$ cat src/rtl/ptw_pkg.sv
package ptw_pkg;
  localparam int PRESENT_BIT = 0;
  localparam int RW_BIT      = 1;
  localparam int USER_BIT    = 2;
  localparam int DIRTY_BIT   = 6;
  localparam int STAT_LO     = 9;

  typedef enum logic [1:0] {
    FAULT_NONE   = 2'd0,
    FAULT_PAGE   = 2'd1,
    FAULT_PROT   = 2'd2,
    FAULT_UNUSED = 2'd3
  } fault_e;

  typedef enum logic [1:0] {
    ST_UNUSED  = 2'd0,
    ST_COMMIT  = 2'd1,
    ST_RESERVE = 2'd2,
    ST_SPARE   = 2'd3
  } status_e;

  typedef struct packed {
    logic   capReq;
    logic   capDir;
    logic   capPte;
    logic   setFault;
    fault_e faultCode;
    logic   selPte;
  } strobe_t;

  typedef struct packed {
    logic   dirPresent;
    fault_e pteFault;
    logic   needDirty;
  } verdict_t;
endpackage

$ cat src/rtl/ptw_datapath.sv
module ptw_datapath
  import ptw_pkg::*;
#(
  parameter int ADDR_W = 32,
  parameter int IDX_W  = 10,
  parameter int OFF_W  = 12
) (
  input  logic              clk,
  input  logic              rstN,
  input  strobe_t           strobe,
  input  logic [ADDR_W-1:0] reqVaddr,
  input  logic              reqWrite,
  input  logic              reqUser,
  input  logic [ADDR_W-1:0] dirBase,
  input  logic [ADDR_W-1:0] memRdata,
  output verdict_t          verdict,
  output logic [ADDR_W-1:0] memAddr,
  output logic [ADDR_W-1:0] memWdata,
  output logic [ADDR_W-1:0] resultAddr,
  output fault_e            resultFault
);
  localparam int FRAME_W = ADDR_W - OFF_W;

  logic [ADDR_W-1:0]  vaddrQ, baseQ, pteQ;
  logic               writeQ, userQ;
  logic [FRAME_W-1:0] dirFrameQ;
  logic               dirRwQ, dirUserQ;
  fault_e             faultQ;

  logic [IDX_W-1:0]   dirIdx, tblIdx;
  logic [OFF_W-1:0]   offset;
  logic [ADDR_W-1:0]  dirEntAddr, pteEntAddr;
  logic [1:0]         entStatus;
  logic               rdPresent, rdRw, rdUser;

  assign dirIdx = vaddrQ[ADDR_W-1 -: IDX_W];
  assign tblIdx = vaddrQ[OFF_W+IDX_W-1 : OFF_W];
  assign offset = vaddrQ[OFF_W-1:0];

  assign dirEntAddr = baseQ + ADDR_W'({dirIdx, 2'b00});
  assign pteEntAddr = {dirFrameQ, {OFF_W{1'b0}}} + ADDR_W'({tblIdx, 2'b00});
  assign memAddr    = strobe.selPte ? pteEntAddr : dirEntAddr;
  assign memWdata   = pteQ | (ADDR_W'(1) << DIRTY_BIT);

  assign entStatus = memRdata[STAT_LO+1:STAT_LO];
  assign rdPresent = memRdata[PRESENT_BIT];
  assign rdRw      = memRdata[RW_BIT];
  assign rdUser    = memRdata[USER_BIT];

  always_comb begin
    verdict.dirPresent = rdPresent;
    verdict.needDirty  = writeQ && !memRdata[DIRTY_BIT];
    if (entStatus == ST_UNUSED)
      verdict.pteFault = FAULT_UNUSED;
    else if (!rdPresent)
      verdict.pteFault = FAULT_PAGE;
    else if ((writeQ && !(dirRwQ && rdRw)) || (userQ && !(dirUserQ && rdUser)))
      verdict.pteFault = FAULT_PROT;
    else
      verdict.pteFault = FAULT_NONE;
  end

  always_ff @(posedge clk) begin
    if (!rstN) begin
      vaddrQ    <= '0;
      baseQ     <= '0;
      writeQ    <= 1'b0;
      userQ     <= 1'b0;
      dirFrameQ <= '0;
      dirRwQ    <= 1'b0;
      dirUserQ  <= 1'b0;
      pteQ      <= '0;
      faultQ    <= FAULT_NONE;
    end else begin
      if (strobe.capReq) begin
        vaddrQ <= reqVaddr;
        baseQ  <= dirBase;
        writeQ <= reqWrite;
        userQ  <= reqUser;
      end
      if (strobe.capDir) begin
        dirFrameQ <= memRdata[ADDR_W-1:OFF_W];
        dirRwQ    <= rdRw;
        dirUserQ  <= rdUser;
      end
      if (strobe.capPte)   pteQ   <= memRdata;
      if (strobe.setFault) faultQ <= strobe.faultCode;
    end
  end

  assign resultFault = faultQ;
  assign resultAddr  = (faultQ == FAULT_NONE) ? {pteQ[ADDR_W-1:OFF_W], offset} : '0;
endmodule

$ cat src/rtl/ptw_ctrl.sv
module ptw_ctrl
  import ptw_pkg::*;
(
  input  logic     clk,
  input  logic     rstN,
  input  logic     reqValid,
  input  logic     memAck,
  input  verdict_t verdict,
  output logic     reqReady,
  output logic     done,
  output logic     memValid,
  output logic     memWrite,
  output strobe_t  strobe
);
  typedef enum logic [2:0] {S_IDLE, S_DIR, S_PTE, S_WB, S_DONE} state_e;
  state_e state, stateNext;

  always_comb begin
    stateNext        = state;
    strobe           = '0;
    strobe.faultCode = FAULT_NONE;
    strobe.selPte    = (state == S_PTE) || (state == S_WB);
    unique case (state)
      S_IDLE: if (reqValid) begin
        strobe.capReq = 1'b1;
        stateNext     = S_DIR;
      end
      S_DIR: if (memAck) begin
        if (!verdict.dirPresent) begin
          strobe.setFault  = 1'b1;
          strobe.faultCode = FAULT_PAGE;
          stateNext        = S_DONE;
        end else begin
          strobe.capDir = 1'b1;
          stateNext     = S_PTE;
        end
      end
      S_PTE: if (memAck) begin
        strobe.capPte = 1'b1;
        if (verdict.pteFault != FAULT_NONE) begin
          strobe.setFault  = 1'b1;
          strobe.faultCode = verdict.pteFault;
          stateNext        = S_DONE;
        end else if (verdict.needDirty) begin
          stateNext = S_WB;
        end else begin
          strobe.setFault = 1'b1;
          stateNext       = S_DONE;
        end
      end
      S_WB: if (memAck) begin
        strobe.setFault = 1'b1;
        stateNext       = S_DONE;
      end
      S_DONE:  stateNext = S_IDLE;
      default: stateNext = S_IDLE;
    endcase
  end

  always_ff @(posedge clk) begin
    if (!rstN) state <= S_IDLE;
    else       state <= stateNext;
  end

  assign reqReady = (state == S_IDLE);
  assign done     = (state == S_DONE);
  assign memValid = (state == S_DIR) || (state == S_PTE) || (state == S_WB);
  assign memWrite = (state == S_WB);

  assert_done_pulse_R8: assert property (@(posedge clk) disable iff (!rstN)
    done |=> !done);
  assert_ready_idle_R8: assert property (@(posedge clk) disable iff (!rstN)
    reqReady |-> (!memValid && !done));
endmodule

$ cat src/rtl/pt_walker.sv
module pt_walker
  import ptw_pkg::*;
#(
  parameter int ADDR_W = 32,
  parameter int IDX_W  = 10,
  parameter int OFF_W  = 12
) (
  input  logic              clk,
  input  logic              rstN,
  input  logic [ADDR_W-1:0] dirBase,
  input  logic              reqValid,
  output logic              reqReady,
  input  logic [ADDR_W-1:0] reqVaddr,
  input  logic              reqWrite,
  input  logic              reqUser,
  output logic              done,
  output logic [ADDR_W-1:0] physAddr,
  output logic [1:0]        fault,
  output logic              memValid,
  output logic              memWrite,
  output logic [ADDR_W-1:0] memAddr,
  output logic [ADDR_W-1:0] memWdata,
  input  logic              memAck,
  input  logic [ADDR_W-1:0] memRdata
);
  strobe_t           strobe;
  verdict_t          verdict;
  logic [ADDR_W-1:0] resultAddr;
  fault_e            resultFault;

  ptw_ctrl u_ctrl (
    .clk(clk), .rstN(rstN), .reqValid(reqValid), .memAck(memAck),
    .verdict(verdict), .reqReady(reqReady), .done(done),
    .memValid(memValid), .memWrite(memWrite), .strobe(strobe)
  );

  ptw_datapath #(.ADDR_W(ADDR_W), .IDX_W(IDX_W), .OFF_W(OFF_W)) u_dp (
    .clk(clk), .rstN(rstN), .strobe(strobe), .reqVaddr(reqVaddr),
    .reqWrite(reqWrite), .reqUser(reqUser), .dirBase(dirBase),
    .memRdata(memRdata), .verdict(verdict), .memAddr(memAddr),
    .memWdata(memWdata), .resultAddr(resultAddr), .resultFault(resultFault)
  );

  assign physAddr = done ? resultAddr : '0;
  assign fault    = done ? resultFault : FAULT_NONE;

  assert_mem_hold_R9: assert property (@(posedge clk) disable iff (!rstN)
    (memValid && !memAck) |=> (memValid && $stable(memAddr) && $stable(memWrite)));
  assert_fault_zero_addr_R8: assert property (@(posedge clk) disable iff (!rstN)
    (done && fault != 2'd0) |-> (physAddr == '0));
  assert_wb_follows_read_R7: assert property (@(posedge clk) disable iff (!rstN)
    $rose(memValid && memWrite) |-> $past(memAck));
endmodule

$ cat config.mk
export PLATFORM = sky130hd
export DESIGN_NAME = pt_walker
export DESIGN_NICKNAME = d
export VERILOG_FILES = /design/src/rtl/ptw_pkg.sv /design/src/rtl/ptw_datapath.sv /design/src/rtl/ptw_ctrl.sv /design/src/rtl/pt_walker.sv
export SDC_FILE = /design/constraint.sdc
export NUM_CORES = 1
export LEC_CHECK = 0
export BUFFER_PORTS_ARGS = -buffer_cell sky130_fd_sc_hd__buf_2
export CAP_MARGIN = 10
export CORE_ASPECT_RATIO = 1.4
export CORE_UTILIZATION = 51
export CTS_CLUSTER_SIZE = 16
export DETAILED_ROUTE_END_ITERATION = 8
export PLACE_DENSITY = 0.82
export SETUP_SLACK_MARGIN = 0.05
export SLEW_MARGIN = 15
export SYNTH_ARGS = -nofsm -noshare
export SYNTH_HDL_FRONTEND = slang
export SYNTH_SLANG_ARGS = --single-unit
export TNS_END_PERCENT = 100
$ cat constraint.sdc
create_clock -name clk -period 2.9 [get_ports clk]
set_input_delay 0.58 -clock clk [delete_from_list [all_inputs] [get_ports clk]]
set_output_delay 0.58 -clock clk [all_outputs]
set_load 0.01 [all_outputs]
==> impl_results.rst <==
.. list-table::
   :header-rows: 1

   * - Metric
     - Value
   * - Status
     - finished with violations
   * - Failing checks
     - setup timing
   * - Critical path fanouts, max
     - 4
   * - Die Width
     - ~95 um
   * - Detailed placement HPWL
     - about 12 mm
   * - Async set or reset register ratio after synthesis
     - 0%
   * - Power per cell area
     - approximately 560 mW/mm2
   * - Tightest Pin Transition
     - roughly 1.1 ns
   * - Cell with the biggest individual delay on the critical path
     - sky130_fd_sc_hd__a211o_1
   * - Warnings from Yosys
     - 0
   * - Largest voltage drop on the vdd net
     - 0.000387 V
   * - Final setup vio count
     - 20
   * - Commonest non-fill, non-tap cell in the layout
     - sky130_fd_sc_hd__nand2_1
   * - Post-layout util
     - a little over 70%
   * - Number of instances in the synthesized netlist
     - 801
   * - Clk root buf
     - sky130_fd_sc_hd__clkbuf_16
   * - Number of DRC violations after detailed routing
     - 0
   * - Path type of the worst min-delay path
     - input pin to flop
   * - Largest delay share family, worst path
     - simple AND/OR/NAND/NOR gates
   * - DRT antenna net count
     - 0
   * - Max Buffers Root-to-Sink
     - 2
   * - Library cells used by synthesis
     - just under 50
   * - Proportion of synthesized chip area in sequential cells
     - 40.5%
   * - Final hold vios
     - 0
   * - I/O Buffers
     - 202
   * - Maximum level of the CTS H-tree
     - 4
   * - Net count after synthesis
     - 914
   * - Category of the worst setup path capture point
     - output port
   * - CP Cell Sequence
     - ha_4, a21oi_4, nand4b_1, a211o_1, and2_4, buf_6, or3_1, a31oi_1, buf_2
   * - Vias after detailed routing
     - ~6.3k
   * - Worst slack after detailed placement
     - roughly 0.062 ns
   * - Yosys top cell by area
     - sky130_fd_sc_hd__dfxtp_1
   * - Class of the most critical setup path
     - flop to output port
   * - Post-synthesis instance area
     - 0.00612 mm2
   * - Setup slack of the critical path after layout
     - -0.313 ns
   * - Synthesis-to-finish area growth
     - 36.9%
   * - Post-Layout Cell Count
     - 1169
   * - Highest-count cells in the layout ignoring fill and taps
     - 279 x sky130_fd_sc_hd__nand2_1, 200 x sky130_fd_sc_hd__buf_2, 121 x sky130_fd_sc_hd__a21boi_0
   * - Area enclosed by the die boundary
     - ~0.012 mm2
   * - Slowest cell delay on critical path
     - about 0.36 ns
   * - Maximum capacitance violations
     - 0
   * - Total global routing overflow
     - 0
   * - Sinks on Clock Net
     - between 100 and 150
   * - Total track usage
     - 28.7%
   * - RD Place Congestion
     - between 0.8 and 0.9
   * - IO Count
     - 204
   * - Most used flip-flop cell after synthesis
     - sky130_fd_sc_hd__dfxtp_1
   * - Number of standard-cell rows in the floorplan
     - 47
   * - Initial Utilization
     - a little over half
   * - Share of post-route cells with drive strength above 1
     - roughly a third
   * - Setup slack on the worst flop-to-flop path
     - approximately 0.63 ns
   * - Clock period minus worst slack
     - ~3.2 ns
   * - Clock tree from TritonCTS
     - built
   * - Total wirelength of the detailed-routed design
     - 18.1 mm
   * - Largest net degree at the start of global routing
     - between 80 and 90
   * - Unrepaired setup endpoints after global routing
     - true
   * - DR vias/cell
     - around 5.4
   * - Count of routing violations after the opening detailed-route iteration
     - 232
   * - Flip-flop and latch count after synthesis
     - 124
   * - Number of iterations in the first detailed-routing pass
     - 4
   * - Largest cells by area after synthesis
     - sky130_fd_sc_hd__dfxtp_1 41%, sky130_fd_sc_hd__nand2_1 17%, sky130_fd_sc_hd__a21boi_0 15%
   * - Synth Area per Inst
     - 7.64 um2
   * - Net total in the final layout
     - between 1k and 1.5k
   * - Highest achievable clock rate
     - roughly 310 MHz
   * - Bufs and invs on worst path
     - 2
   * - First-pass GRT wire length
     - between 20 and 30 mm
   * - Worst path required time
     - between 2 and 2.5 ns
   * - Number of synthesized flops with an enable pin
     - 0
   * - Kind of start point of the critical path
     - flop
   * - Antenna violations before repair
     - 1
   * - Fin crit share
     - 111%
   * - Area of the core
     - around 0.012 mm2
   * - Clock latency at the later pin of the worst-skew pair
     - ~0.42 ns
   * - Data arrival time of the critical path
     - 2.63 ns
   * - Clock Skew
     - 0.0109 ns
   * - Total count of max-transition violations in the final report
     - 0
   * - Count of hold-fix buffers inserted at cts
     - 0
   * - Total clock buffers created by CTS
     - 17
   * - Routed WL per cell
     - about 15 um
   * - Clock transition at the registers of the reported paths
     - around 0.060 ns
   * - Via count of the first global-routing pass
     - 5832
   * - Area fraction of the dominant cell type after synthesis
     - between 40% and 50%
   * - Headroom to the max-slew limit
     - roughly 27%
   * - Placed Cells
     - ~1.1k
   * - Worst Hold Slack
     - 0.409 ns
   * - Die Height
     - around 130 um
   * - Leakage power figure
     - between 3 and 4 nW
## cells by family after synthesis
kind of cell	count (synthesis)	share of synthesized area, %
flip-flops	124	40.5
buffers and inverters	58	3.88
adder cells (fa/ha/maj)	11	2.37
AO/OA/AOI/OAI	191	21.7
XOR/XNOR	21	3.00
AND/OR/NAND/NOR	395	28.4
other	1	0.0613
## worst paths after layout
check                                      from               to  cells after the start
worst max register to register  u_ctrl.state[2]    u_dp.pteQ[19]                      5
worst min-delay path               reqVaddr[28]  u_dp.vaddrQ[28]                      3
worst min register to register    u_dp.baseQ[1]    u_dp.baseQ[1]                      2
worst max-delay path            u_dp.vaddrQ[23]      memAddr[23]                      9
## power by group
group          switching [W]  internal (W)
clock               0.000818       0.00144
sequential         0.0000664       0.00178
combinational       0.000332      0.000272
total                0.00122       0.00349
## sequential cells by signal, summed over array words and instances, names as in the netlist
| name | flops |
|---|---|
| u_ctrl.state | 3 |
| u_dp.baseQ | 32 |
| u_dp.dirFrameQ | 20 |
| u_dp.dirRwQ | 1 |
| u_dp.dirUserQ | 1 |
| u_dp.pteQ | 31 |
| u_dp.resultFault | 2 |
| u_dp.userQ | 1 |
| u_dp.vaddrQ | 32 |
| u_dp.writeQ | 1 |
## per-stage QoR
step	area (um2)	setup TNS, ns	total power [W]
2_1_floorplan	6120	0	0.00218
3_3_place_gp	7320	0	0.00240
3_5_place_dp	7320	0	0.00241
4_1_cts	8200	-2.75	0.00468
6_report	8380	-3.68	0.00471
5_1_grt	8380	-5.41	0.00486
## cells in the mapped netlist (5+ instances only)
cell type and n:
sky130_fd_sc_hd__nor2_1 24, sky130_fd_sc_hd__a21boi_0 121, sky130_fd_sc_hd__and2_1 41, sky130_fd_sc_hd__nand4_1 5
sky130_fd_sc_hd__nand2_1 281, sky130_fd_sc_hd__xnor2_1 9, sky130_fd_sc_hd__nand3_1 13, sky130_fd_sc_hd__buf_2 7
sky130_fd_sc_hd__o21ai_0 25, sky130_fd_sc_hd__ha_1 10, sky130_fd_sc_hd__dfxtp_1 124, sky130_fd_sc_hd__xor2_1 12
sky130_fd_sc_hd__a21oi_1 20, sky130_fd_sc_hd__clkbuf_1 42
## timing repair
action,4_1_cts,5_1_grt
setup buffers,9,7
resized for setup,48,32
gates cloned,2,0
hold endpoints to repair,0,0
setup endpoints to repair,24,52
pin swaps,25,30
## per-layer routing
layer  wire [um]  vias to the layer above  GRT usage, %
met3         927                       45          5.84
met1        7250                     2946          34.2
li1            -                     3082             -
met4         587                        0          14.0
met5           0                        -             0
met2        9330                      252          47.9
## tightest hold or removal path: stages
cell	delay, ns
sky130_fd_sc_hd__buf_2	0.10
sky130_fd_sc_hd__nand2_1	0.04
sky130_fd_sc_hd__a21boi_0	0.06
## cell type report
type	count	area, um2
antenna	1	2.50
sequential	124	2500
clock buffer	17	425
multi-input combinational	620	3680
timing repair buffer	241	1380
clock inverter	15	195
inverter	4	15.0
tap	147	184
fill	967	3380
No activity file was read; power rests on OpenSTA's default activity.
